`config.mk`:
```
export PLATFORM = sky130hd
export DESIGN_NAME = combo_alu
export DESIGN_NICKNAME = d
export VERILOG_FILES = /design/src/rtl/combo_alu_pkg.sv /design/src/rtl/combo_alu_arith.sv /design/src/rtl/combo_alu_bool.sv /design/src/rtl/combo_alu_shift.sv /design/src/rtl/combo_alu.sv
export SDC_FILE = /design/constraint.sdc
export NUM_CORES = 1
export LEC_CHECK = 0
export BUFFER_PORTS_ARGS = -buffer_cell sky130_fd_sc_hd__buf_2
export CAP_MARGIN = 40
export CELL_PAD_IN_SITES_DETAIL_PLACEMENT = 1
export CELL_PAD_IN_SITES_GLOBAL_PLACEMENT = 2
export CORE_UTILIZATION = 36
export DETAILED_ROUTE_END_ITERATION = 7
export PLACE_DENSITY_LB_ADDON = 0.25
export SYNTH_ARGS = -nofsm -noshare
export SYNTH_HDL_FRONTEND = slang
export SYNTH_SLANG_ARGS = --single-unit
```
`constraint.sdc`:
```
create_clock -name vclk -period 7.16
set_clock_uncertainty 0.1 [all_clocks]
set_input_delay 0.716 -clock vclk [all_inputs]
set_output_delay 0.716 -clock vclk [all_outputs]
set_load 0.01 [all_outputs]
```
`src/rtl/combo_alu_pkg.sv`:
```
// Package: shared operation-code layout and path decode for the combined ALU.
// Assumes the 5-bit code layout {sub, sel[1:0], shift, math}.
package combo_alu_pkg;

    typedef struct packed {
        logic       sub;
        logic [1:0] sel;
        logic       shift;
        logic       math;
    } fn_t;

    typedef enum logic [1:0] {
        PATH_BOOL  = 2'd0,
        PATH_SHIFT = 2'd1,
        PATH_MATH  = 2'd2
    } path_e;

    // Arithmetic path has priority over the shifter; otherwise boolean.
    function automatic path_e pick_path(fn_t f);
        if (f.math)       return PATH_MATH;
        else if (f.shift) return PATH_SHIFT;
        else              return PATH_BOOL;
    endfunction

endpackage

```
`src/rtl/combo_alu_arith.sv`:
```
// Module: adder/subtractor with less-than compare derived from its flags.
// Compare mode forces subtraction; signed less-than is N^V, unsigned is ~C.
// Assumes WIDTH >= 2.
module combo_alu_arith #(
    parameter int WIDTH = 32
) (
    input  logic [WIDTH-1:0] a,
    input  logic [WIDTH-1:0] b,
    input  logic             sub_req,
    input  logic             cmp_en,
    input  logic             cmp_unsigned,
    output logic [WIDTH-1:0] res
);
    logic             sub_eff;
    logic [WIDTH-1:0] b_op;
    logic [WIDTH-1:0] sum;
    logic             carry;
    logic             flag_n;
    logic             flag_v;
    logic             lt_bit;

    // Form the adder operand and the carry-in for add or subtract.
    always_comb begin
        sub_eff = sub_req | cmp_en;
        b_op    = sub_eff ? ~b : b;
    end

    // Ripple-free behavioural add producing carry out.
    always_comb begin
        {carry, sum} = {1'b0, a} + {1'b0, b_op} + {{WIDTH{1'b0}}, sub_eff};
    end

    // Derive negative and overflow flags and pick the comparison outcome.
    always_comb begin
        flag_n = sum[WIDTH-1];
        flag_v = (a[WIDTH-1] == b_op[WIDTH-1]) && (sum[WIDTH-1] != a[WIDTH-1]);
        lt_bit = cmp_unsigned ? ~carry : (flag_n ^ flag_v);
    end

    // Present either the sum or the zero-extended comparison bit.
    always_comb begin
        if (cmp_en) res = {{(WIDTH-1){1'b0}}, lt_bit};
        else        res = sum;
    end
endmodule

```
`src/rtl/combo_alu_bool.sv`:
```
// Module: two-input bitwise unit; selector picks AND, OR, XOR or NOR.
module combo_alu_bool #(
    parameter int WIDTH = 32
) (
    input  logic [WIDTH-1:0] a,
    input  logic [WIDTH-1:0] b,
    input  logic [1:0]       sel,
    output logic [WIDTH-1:0] res
);
    // Choose the bitwise function.
    always_comb begin
        case (sel)
            2'b00:   res = a & b;
            2'b01:   res = a | b;
            2'b10:   res = a ^ b;
            default: res = ~(a | b);
        endcase
    end
endmodule

```
`src/rtl/combo_alu_shift.sv`:
```
// Module: bidirectional barrel shifter built from one right-shifting ladder.
// Left shifts reverse the operand before and after the ladder.
// Assumes WIDTH is a power of two; the amount uses log2(WIDTH) bits.
module combo_alu_shift #(
    parameter int WIDTH = 32,
    localparam int SHW  = $clog2(WIDTH)
) (
    input  logic [WIDTH-1:0] value,
    input  logic [SHW-1:0]   amount,
    input  logic             go_right,
    input  logic             arith,
    output logic [WIDTH-1:0] res
);
    logic [WIDTH-1:0] flipped_in;
    logic [WIDTH-1:0] ladder_out_rev;
    logic [WIDTH-1:0] ladder_src;
    logic             fill;
    logic [WIDTH-1:0] stage [SHW+1];

    // Bit-reverse the input and the ladder output for left shifts.
    for (genvar i = 0; i < WIDTH; i++) begin : g_rev
        assign flipped_in[i]     = value[WIDTH-1-i];
        assign ladder_out_rev[i] = stage[SHW][WIDTH-1-i];
    end

    // Select ladder source and the bit shifted in from the top.
    always_comb begin
        ladder_src = go_right ? value : flipped_in;
        fill       = go_right & arith & value[WIDTH-1];
    end

    assign stage[0] = ladder_src;

    // One ladder rung per amount bit, each shifting by a power of two.
    for (genvar s = 0; s < SHW; s++) begin : g_rung
        localparam int DIST = 1 << s;
        assign stage[s+1] = amount[s]
            ? {{DIST{fill}}, stage[s][WIDTH-1:DIST]}
            : stage[s];
    end

    // Undo the reversal when shifting left.
    always_comb begin
        res = go_right ? stage[SHW] : ladder_out_rev;
    end
endmodule

```
`src/rtl/combo_alu.sv`:
```
// Module: combined ALU top; decodes the 5-bit code, runs the arithmetic,
// boolean and shift units in parallel and selects one result plus a zero flag.
// Purely combinational; no clock or reset is used.
module combo_alu #(
    parameter int WIDTH = 32,
    localparam int SHW  = $clog2(WIDTH)
) (
    input  logic [WIDTH-1:0] a,
    input  logic [WIDTH-1:0] b,
    input  logic [4:0]       fn,
    output logic [WIDTH-1:0] result,
    output logic             zero
);
    import combo_alu_pkg::*;

    fn_t              code;
    path_e            path;
    logic [WIDTH-1:0] arith_res;
    logic [WIDTH-1:0] bool_res;
    logic [WIDTH-1:0] shift_res;

    // Unpack the operation code and decide the output path.
    always_comb begin
        code = fn_t'(fn);
        path = pick_path(code);
    end

    combo_alu_arith #(.WIDTH(WIDTH)) u_arith (
        .a            (a),
        .b            (b),
        .sub_req      (code.sub),
        .cmp_en       (code.sel[0]),
        .cmp_unsigned (code.sel[1]),
        .res          (arith_res)
    );

    combo_alu_bool #(.WIDTH(WIDTH)) u_bool (
        .a   (a),
        .b   (b),
        .sel (code.sel),
        .res (bool_res)
    );

    combo_alu_shift #(.WIDTH(WIDTH)) u_shift (
        .value    (b),
        .amount   (a[SHW-1:0]),
        .go_right (code.sel[1]),
        .arith    (code.sel[0]),
        .res      (shift_res)
    );

    // Final result selection.
    always_comb begin
        case (path)
            PATH_MATH:  result = arith_res;
            PATH_SHIFT: result = shift_res;
            default:    result = bool_res;
        endcase
    end

    // Zero flag over the selected result.
    assign zero = (result == '0);
endmodule

```
After elaboration in Yosys (flattened, before gate mapping)
Index checks and enable logic that the tools add are counted.
- output and inout bits: 33
- flip-flop bits (word level): 0
- bits of input ports: 69
- logic and storage cells: 35
- mux-type cells: 14
- reduce and logical (&&, ||, !) cells: 3
- add/subtract/negate cells: 2
- eq/ne operators: 6
- bitwise gates (word level): 10
- operators by type and width (operator ; count):
    32-bit 2-to-1 mux ; 9
    32-bit one-hot mux with 3 select lines ; 1
    32-bit inverter ; 2
    32-bit one-hot mux with 2 select lines ; 1
    32-bit by 32-bit adder with 33-bit output ; 1
    33-bit by 1-bit adder with 33-bit output ; 1
    32-bit bitwise AND ; 1
    32-bit logical NOT ; 1
    32-bit bitwise OR ; 1
    32-bit bitwise XOR ; 1
    2-bit by 1-bit equality test with 1-bit output (second input constant) ; 2
    2-bit equality test (second input constant) ; 2
    1-bit bitwise AND ; 2
    2-bit logical NOT ; 1
    1-bit 2-to-1 mux ; 2
    2-bit 2-to-1 mux ; 1
    1-bit equality test ; 1
    1-bit logical AND ; 1
    1-bit inequality test ; 1
    1-bit inverter ; 1
    1-bit bitwise OR ; 1
    1-bit bitwise XOR ; 1

Logic depth before layout (Yosys ltp)
Gate-level depths: netlist (run 1).
- depth in word-level cells: 11
- mapped depth: 20
- gate-level depth less buffers: 14

Hierarchy
Synthesis (run 1) repeated with hierarchy kept, for this count alone.
- cell total of the unflattened synthesis: 1262
- area total of the unflattened synthesis: 9336.5 um^2
- by module, submodules not included (module ; instances ; cells an instance ; area each (um^2) ; seq. area each (um^2)):
    combo_alu_shift ; 1 ; 479 ; 3881.2 ; 0.0
    combo_alu_arith ; 1 ; 359 ; 2464.9 ; 0.0
    combo_alu_bool ; 1 ; 306 ; 2242.2 ; 0.0
    combo_alu ; 1 ; 118 ; 748.2 ; 0.0

Least setup slack after synthesis (run 1)
OpenSTA, ideal clock, no wires.
- kind: input -> output
- start point: in fn[2]
- end point: out zero
- data required time: 6.344 ns
- setup slack: 0.741 ns
- arrival time: 5.603 ns
- path buffers: 7
- stages: 20
- cell sequence: clkbuf_1 -> clkbuf_1 -> clkbuf_1 -> clkbuf_1 -> buf_1 -> nor2_1 -> buf_1 -> xnor2_1 -> ha_1 -> clkbuf_1 -> nand4_1 -> nor4_1 -> a22o_1 -> a211oi_1 -> a21boi_0 -> a31oi_1 -> o21a_1 -> o311ai_0 -> nor4_1 -> and4_1
- elaborated cells on any way between the ends: 25
- those cells by class: add/sub: 2; eq/ne: 4; mux: 11; bitwise: 5; reduce/logical: 3
- RTL lines (item ; line ; text):
    from (decl) ; combo_alu.sv:10 ; input logic [4:0] fn,
    branches (longest 8 deep; another with 32-bit by 32-bit adder with 33-bit output) ; n/a ;
    32-bit one-hot mux with 2 select lines (*) ; combo_alu.sv:54 ; case (path)
    net result[29] ; combo_alu.sv:11 ; output logic [WIDTH-1:0] result,
    32-bit logical NOT (*) ; combo_alu.sv:62 ; assign zero = (result == '0);
    to (decl) ; combo_alu.sv:12 ; output logic zero
Mark *: on every way through the listed nets, which the timed path passes.

Final worst setup path (run 1)
- start point: in fn[2]
- end point: out zero
- longest elaborated chain between the ends: 11
- elaborated cells on any way between the ends: 25
- those cells by class: add/sub: 2; eq/ne: 4; mux: 11; bitwise: 5; reduce/logical: 3
- ends and longest elaborated chain (item ; line ; text):
    1-bit bitwise OR ; combo_alu_arith.sv:24 ; sub_eff = sub_req | cmp_en;
    32-bit 2-to-1 mux ; combo_alu_arith.sv:25 ; b_op = sub_eff ? ~b : b;
    32-bit by 32-bit adder with 33-bit output ; combo_alu_arith.sv:30 ; {carry, sum} = {1'b0, a} + {1'b0, b_op} + {{WIDTH{1'b0}}, sub_eff};
    33-bit by 1-bit adder with 33-bit output ; combo_alu_arith.sv:30 ;
    1-bit inequality test ; combo_alu_arith.sv:36 ; flag_v = (a[WIDTH-1] == b_op[WIDTH-1]) && (sum[WIDTH-1] != a[WIDTH-1]);
    1-bit logical AND ; combo_alu_arith.sv:36 ;
    1-bit bitwise XOR ; combo_alu_arith.sv:37 ; lt_bit = cmp_unsigned ? ~carry : (flag_n ^ flag_v);
    1-bit 2-to-1 mux ; combo_alu_arith.sv:37 ;
    32-bit 2-to-1 mux ; combo_alu_arith.sv:42 ; if (cmp_en) res = {{(WIDTH-1){1'b0}}, lt_bit};
    32-bit one-hot mux with 2 select lines (*) ; combo_alu.sv:54 ;
    32-bit logical NOT (*) ; combo_alu.sv:62 ;
Every way passes the cells marked *; elsewhere a longest branch is shown, timed or not.

==> results of run 1 <==
final cells by class:
type | instances | area, um^2 | area share
repair buffers | 122 | 682 | 0.0758
well taps | 313 | 392 | 0.0436
multi-input cells | 943 | 7630 | 0.849
inverters | 76 | 285 | 0.0317
cells by family (layout without fill, tap and decap cells):
| kind of cell | after synthesis | after routing |
|---|---|---|
| AOI/OAI and AO/OA | 354 | 354 |
| xor gates and xnor gates | 86 | 86 |
| adders and majority gates | 98 | 98 |
| buffers and inverters | 186 | 198 |
| muxes | 128 | 128 |
| and+or+nand+nor | 277 | 277 |
power groups by stage:
| stage | Sequential [mW] | Combinational (mW) | Clock, mW |
|---|---|---|---|
| 2_1_floorplan | 0 | 0.585 | 0 |
| 3_3_place_gp | 0 | 0.867 | 0 |
| 3_5_place_dp | 0 | 0.873 | 0 |
| 4_1_cts | 0 | 0.878 | 0 |
| 5_1_grt | 0 | 0.955 | 0 |
| 6_report | 0 | 0.893 | 0 |
per-stage QoR:
| stage | power (mW) | setup WS (ns) | cells | util | hold slack [ns] |
|---|---|---|---|---|---|
| after floorplan | 0.585 | 0.741 | 1129 | - | 1.51 |
| after global placement | 0.867 | 0.979 | 1452 | 0.394 | 1.88 |
| after detailed placement | 0.873 | 0.919 | 1454 | 0.395 | 1.85 |
| after CTS | 0.878 | 0.903 | 1454 | 0.395 | 1.85 |
| after global routing | 0.955 | 0.583 | 1454 | 0.395 | 1.91 |
| final | 0.893 | 0.888 | 1454 | 0.395 | 1.87 |
Yosys cell counts, types with 17 or more instances:
| library cell | count | area [um^2] |
|---|---|---|
| o22ai_1 | 22 | 138 |
| buf_2 | 18 | 90.1 |
| nor2b_1 | 19 | 119 |
| xor2_1 | 20 | 175 |
| a22oi_1 | 18 | 135 |
| a211oi_1 | 34 | 255 |
| inv_1 | 75 | 282 |
| nand3_1 | 17 | 85.1 |
| nor3_1 | 19 | 95.1 |
| a21oi_1 | 62 | 310 |
| mux2i_1 | 70 | 701 |
| mux4_2 | 37 | 833 |
| a21o_1 | 17 | 128 |
| nand2_1 | 84 | 315 |
| xnor2_1 | 66 | 578 |
| ha_1 | 97 | 1210 |
| nor2_1 | 71 | 267 |
| o211ai_1 | 28 | 210 |
| clkbuf_1 | 70 | 263 |
| o21ai_0 | 59 | 295 |
worst paths after layout:
kind,to,slack (ns),cells after the start
max,zero,0.89,16
min,result[0],1.87,4
routing by layer:
metal / vias up / wire length, um / track usage
li1: 4257 / - / -
met5: - / 13 / 0
met3: 71 / 2500 / 0.0294
met1: 4656 / 17200 / 0.441
met4: 2 / 1130 / 0.0792
met2: 409 / 18200 / 0.546
placed cells by master (no fill, tap or decap), types with 5 or more instances in the layout:
cell,n
nor2_1,70
and2_1,9
nor2b_1,19
xor2_1,20
nand3_1,17
and3_1,5
o21ai_0,59
a221o_1,8
buf_2,100
a211o_1,10
a22o_1,5
mux2_2,13
mux4_2,37
nor4_1,6
a21oi_1,62
buf_4,20
nand4_1,11
a21o_1,17
mux2i_1,70
a31oi_1,15
ha_1,97
o21a_1,5
a211oi_1,34
nor3_1,19
a22oi_1,18
o211ai_1,28
nand2_1,84
inv_1,75
mux4_1,6
or2_2,6
xnor2_1,66
a221oi_1,5
o22ai_1,22
o31ai_1,5
nand2b_1,13
==> impl_metrics.toml, run 1 <==
[outcome]
violations = "DRC"
status = "finished with violations"

[clock_tree]
holdBufCountCts = 0
post_cts_resized = 0
postCtsSetupBuffers = 0

[timing]
tightest_slew_ns = 0.885
hold_viol = 0
max_freq_ghz = 0.159
setup_viol_count_final = 0
setup_tns_ns = 0
drv_slew = 0
period_share = 0.876
slew_headroom = 0.406
period_minus_slack_ns = 6.27
rsz0062_at_grt = "no"

[pwr]
ir_drop_mv = 0.0463
power.leakage_nw = 3.95
power.density_nw_per_um2 = 99.3
intPower_uw = 330
switching_share = 0.630
pwr-share-clk = 0
p_seq_frac = 0
power_switching_uw = 563
pwr-share-comb = 1.000

[min_path]
hold_class = "in -> out"
hold_path_startpoint = "fn[0]"

[setup_path]
crit_buf_inv = 3
worstPathMaxFanout = 18
worst-setup-path-type = "in -> out"
crit_path_top_delay_cell = "nor2_4"
crit_chain = "buf_2, nor2_4, xnor2_1, inv_1, fa_1, nand3b_1, a211oi_1, nor3_1, or4_1, a211o_1, a2111oi_0, nor4b_1, nand3_1, nor4_1, and4_1, buf_2"
slowest_delay_ns = 0.55
crit_required_ns = 6.34
startpoint = "fn[2]"
end_kind = "output port"
cpMostUsedCell = "buf_2"
cp_top_family = "simple AND/OR/NAND/NOR gates"
arrival_ns = 5.46
startpoint_type = "input pin"

[synth]
ys_seq_area_frac = 0
netlist_instances = 1129
synthSimpleGateAreaFrac = 0.158
synth_xor_area_frac = 0.0897
synth_area_um2 = 8400
yosys_warnings = 0
syn_nets = 1296
syn_area_per_cell_um2 = 7.44
ys_types = 80
synth_compound_area_frac = 0.291
synthAdderAreaFrac = 0.147
synth_top_family_by_area = "compound AO/OA/AOI/OAI gates"
synth_mux_area_frac = 0.222

[grt]
overflow = 0
grt_max_degree = 80
grt_pass1_wl_um = 59000
grt_pass1_vias = 9265
antenna_found_initial = 2
grt_usage = 0.323

[drt]
drt_iter0_markers = 875
route.detailed.drc = 12
wirelength_um = 39000
dr.pass1.iters = 8
ant_nets = 0
vias = 9395
viasPerCell = 6.46
wl_per_cell_um = 26.8

[layout]
finalInstanceArea_um2 = 8990
seq_area_um2 = 0
nets = 1310
seq_cells = 0
fill_cells = 2860
drive_above_1_share = 0.164
n_antenna_cell = 0
synthToLayoutAreaGrowth_pct = 7.04
n_clock_buffer = 0

[placement]
dpl.hpwl_um = 31500
portBuffers = 102
gp_congestion = 0.984
dpl-instance-area_um2 = 8990

[floorplan]
row_count = 55
die_y_um = 155
die_x_um = 155
coreArea_um2 = 22800
initial_core_util = 0.369
die_area_um2 = 23900
io_pins = 102

[job]
cap_violations = 0
(Power assumes the default switching activity.)
==> run 2, diff against run 1 <==
==> constraint.sdc (replaced) <==
create_clock -name vclk -period 6.2
set_clock_uncertainty 0.1 [all_clocks]
set_input_delay 0.62 -clock vclk [all_inputs]
set_output_delay 0.62 -clock vclk [all_outputs]
set_load 0.01 [all_outputs]
==> impl_metrics.toml, run 2 (synthesized netlist as in run 1, its figures left out) <==
[layout]
fill_cells = 2865
synthToLayoutAreaGrowth_pct = 8.70
seq_cells = 0
final_cell_mix = "buf_2 (101), ha_1 (97), nand2_1 (84)"
final_common_cell = "buf_2"
drive_above_1_share = 0.177
seq_area_um2 = 0
n_clock_buffer = 0
nets = 1328

[grt]
grt_pass1_vias = 9288
overflow = 0
antenna_found_initial = 1
grt_usage = 0.332
grt_max_degree = 42
grt_pass1_wl_um = 60200

[drt]
viasPerCell = 6.46
ant_nets = 0
dr.pass1.iters = 5
route.detailed.drc = 0
drt_iter0_markers = 905
wirelength_um = 40200
vias = 9515
wl_per_cell_um = 27.3

[floorplan]
row_count = 55
die_area_um2 = 23900
die_y_um = 155
coreArea_um2 = 22800
die_x_um = 155
io_pins = 102
initial_core_util = 0.369

[placement]
dpl.hpwl_um = 32900
gp_congestion = 1.02
portBuffers = 102

[timing]
setup_tns_ns = 0
max_freq_ghz = 0.169
rsz0062_at_grt = "no"
hold_viol = 0
setup_viol_count_final = 0
tightest_slew_ns = 1.03
drv_slew = 0
period_share = 0.952
slew_headroom = 0.315
period_minus_slack_ns = 5.90

[job]
cap_violations = 0

[setup_path]
startpoint = "a[0]"
end_kind = "output port"
crit_cells = 13
slowest_delay_ns = 0.56
crit_required_ns = 5.48
worst-setup-path-type = "in -> out"
arrival_ns = 5.18
crit_chain = "buf_4, buf_4, mux4_2, mux2i_1, a221oi_1, or4_1, a211o_1, a2111oi_0, nor4b_1, nand3_1, nor4_1, and4_1, buf_2"
worstPathMaxFanout = 34
startpoint_type = "input pin"
cp_top_family = "simple AND/OR/NAND/NOR gates"
cpMostUsedCell = "buf_4"
crit_buf_inv = 3
crit_path_top_delay_cell = "nor4b_1"
crit_end = "zero"

[min_path]
hold_class = "in -> out"
hold_depth = 4

[clock_tree]
holdBufCountCts = 0

[outcome]
status = "complete, no violations"
-- run 2: what timing repair did --
item	CTS	global route
buffers inserted	0	0
endpoints found under the setup margin	0	1
gates resized for setup	0	1
-- run 2: worst min-delay path by stage --
stage | start | to | slack (ns)
floorplan | fn[0] | result[0] | 1.32
global placement | fn[0] | result[0] | 1.68
detailed placement | fn[0] | result[0] | 1.68
CTS | fn[0] | result[0] | 1.68
global route | fn[0] | result[0] | 1.71
finish | fn[0] | result[0] | 1.69
-- run 2: cell type report --
class / instances / area, um^2 / share of cell area
Antenna cell: 1 / 2.50 / 0.000274
Inverter: 76 / 285 / 0.0312
Multi-Input combinational cell: 943 / 7630 / 0.836
Tap cell: 313 / 392 / 0.0429
Timing Repair Buffer: 140 / 818 / 0.0896
-- run 2: per-layer routing --
metal,GRT usage,up-vias,part of all wire
met4,0.0674,0,0.022
met3,0.0224,50,0.064
met5,0,-,0
met1,0.474,4759,0.45
met2,0.548,419,0.46
li1,-,4287,-
-- run 2: through the flow --
| stage | cell area [um^2] | utilization | cells | hold slack (ns) | setup WS, ns |
|---|---|---|---|---|---|
| finish | 9130 | 0.401 | 1473 | 1.69 | 0.299 |
| global route | 9130 | 0.401 | 1472 | 1.71 | 0.0731 |
| CTS | 9130 | 0.401 | 1472 | 1.68 | 0.364 |
| detailed placement | 9130 | 0.401 | 1472 | 1.68 | 0.403 |
| global placement | 9120 | 0.400 | 1471 | 1.68 | 0.482 |
| floorplan | 8400 | - | 1129 | 1.32 | 0.0464 |
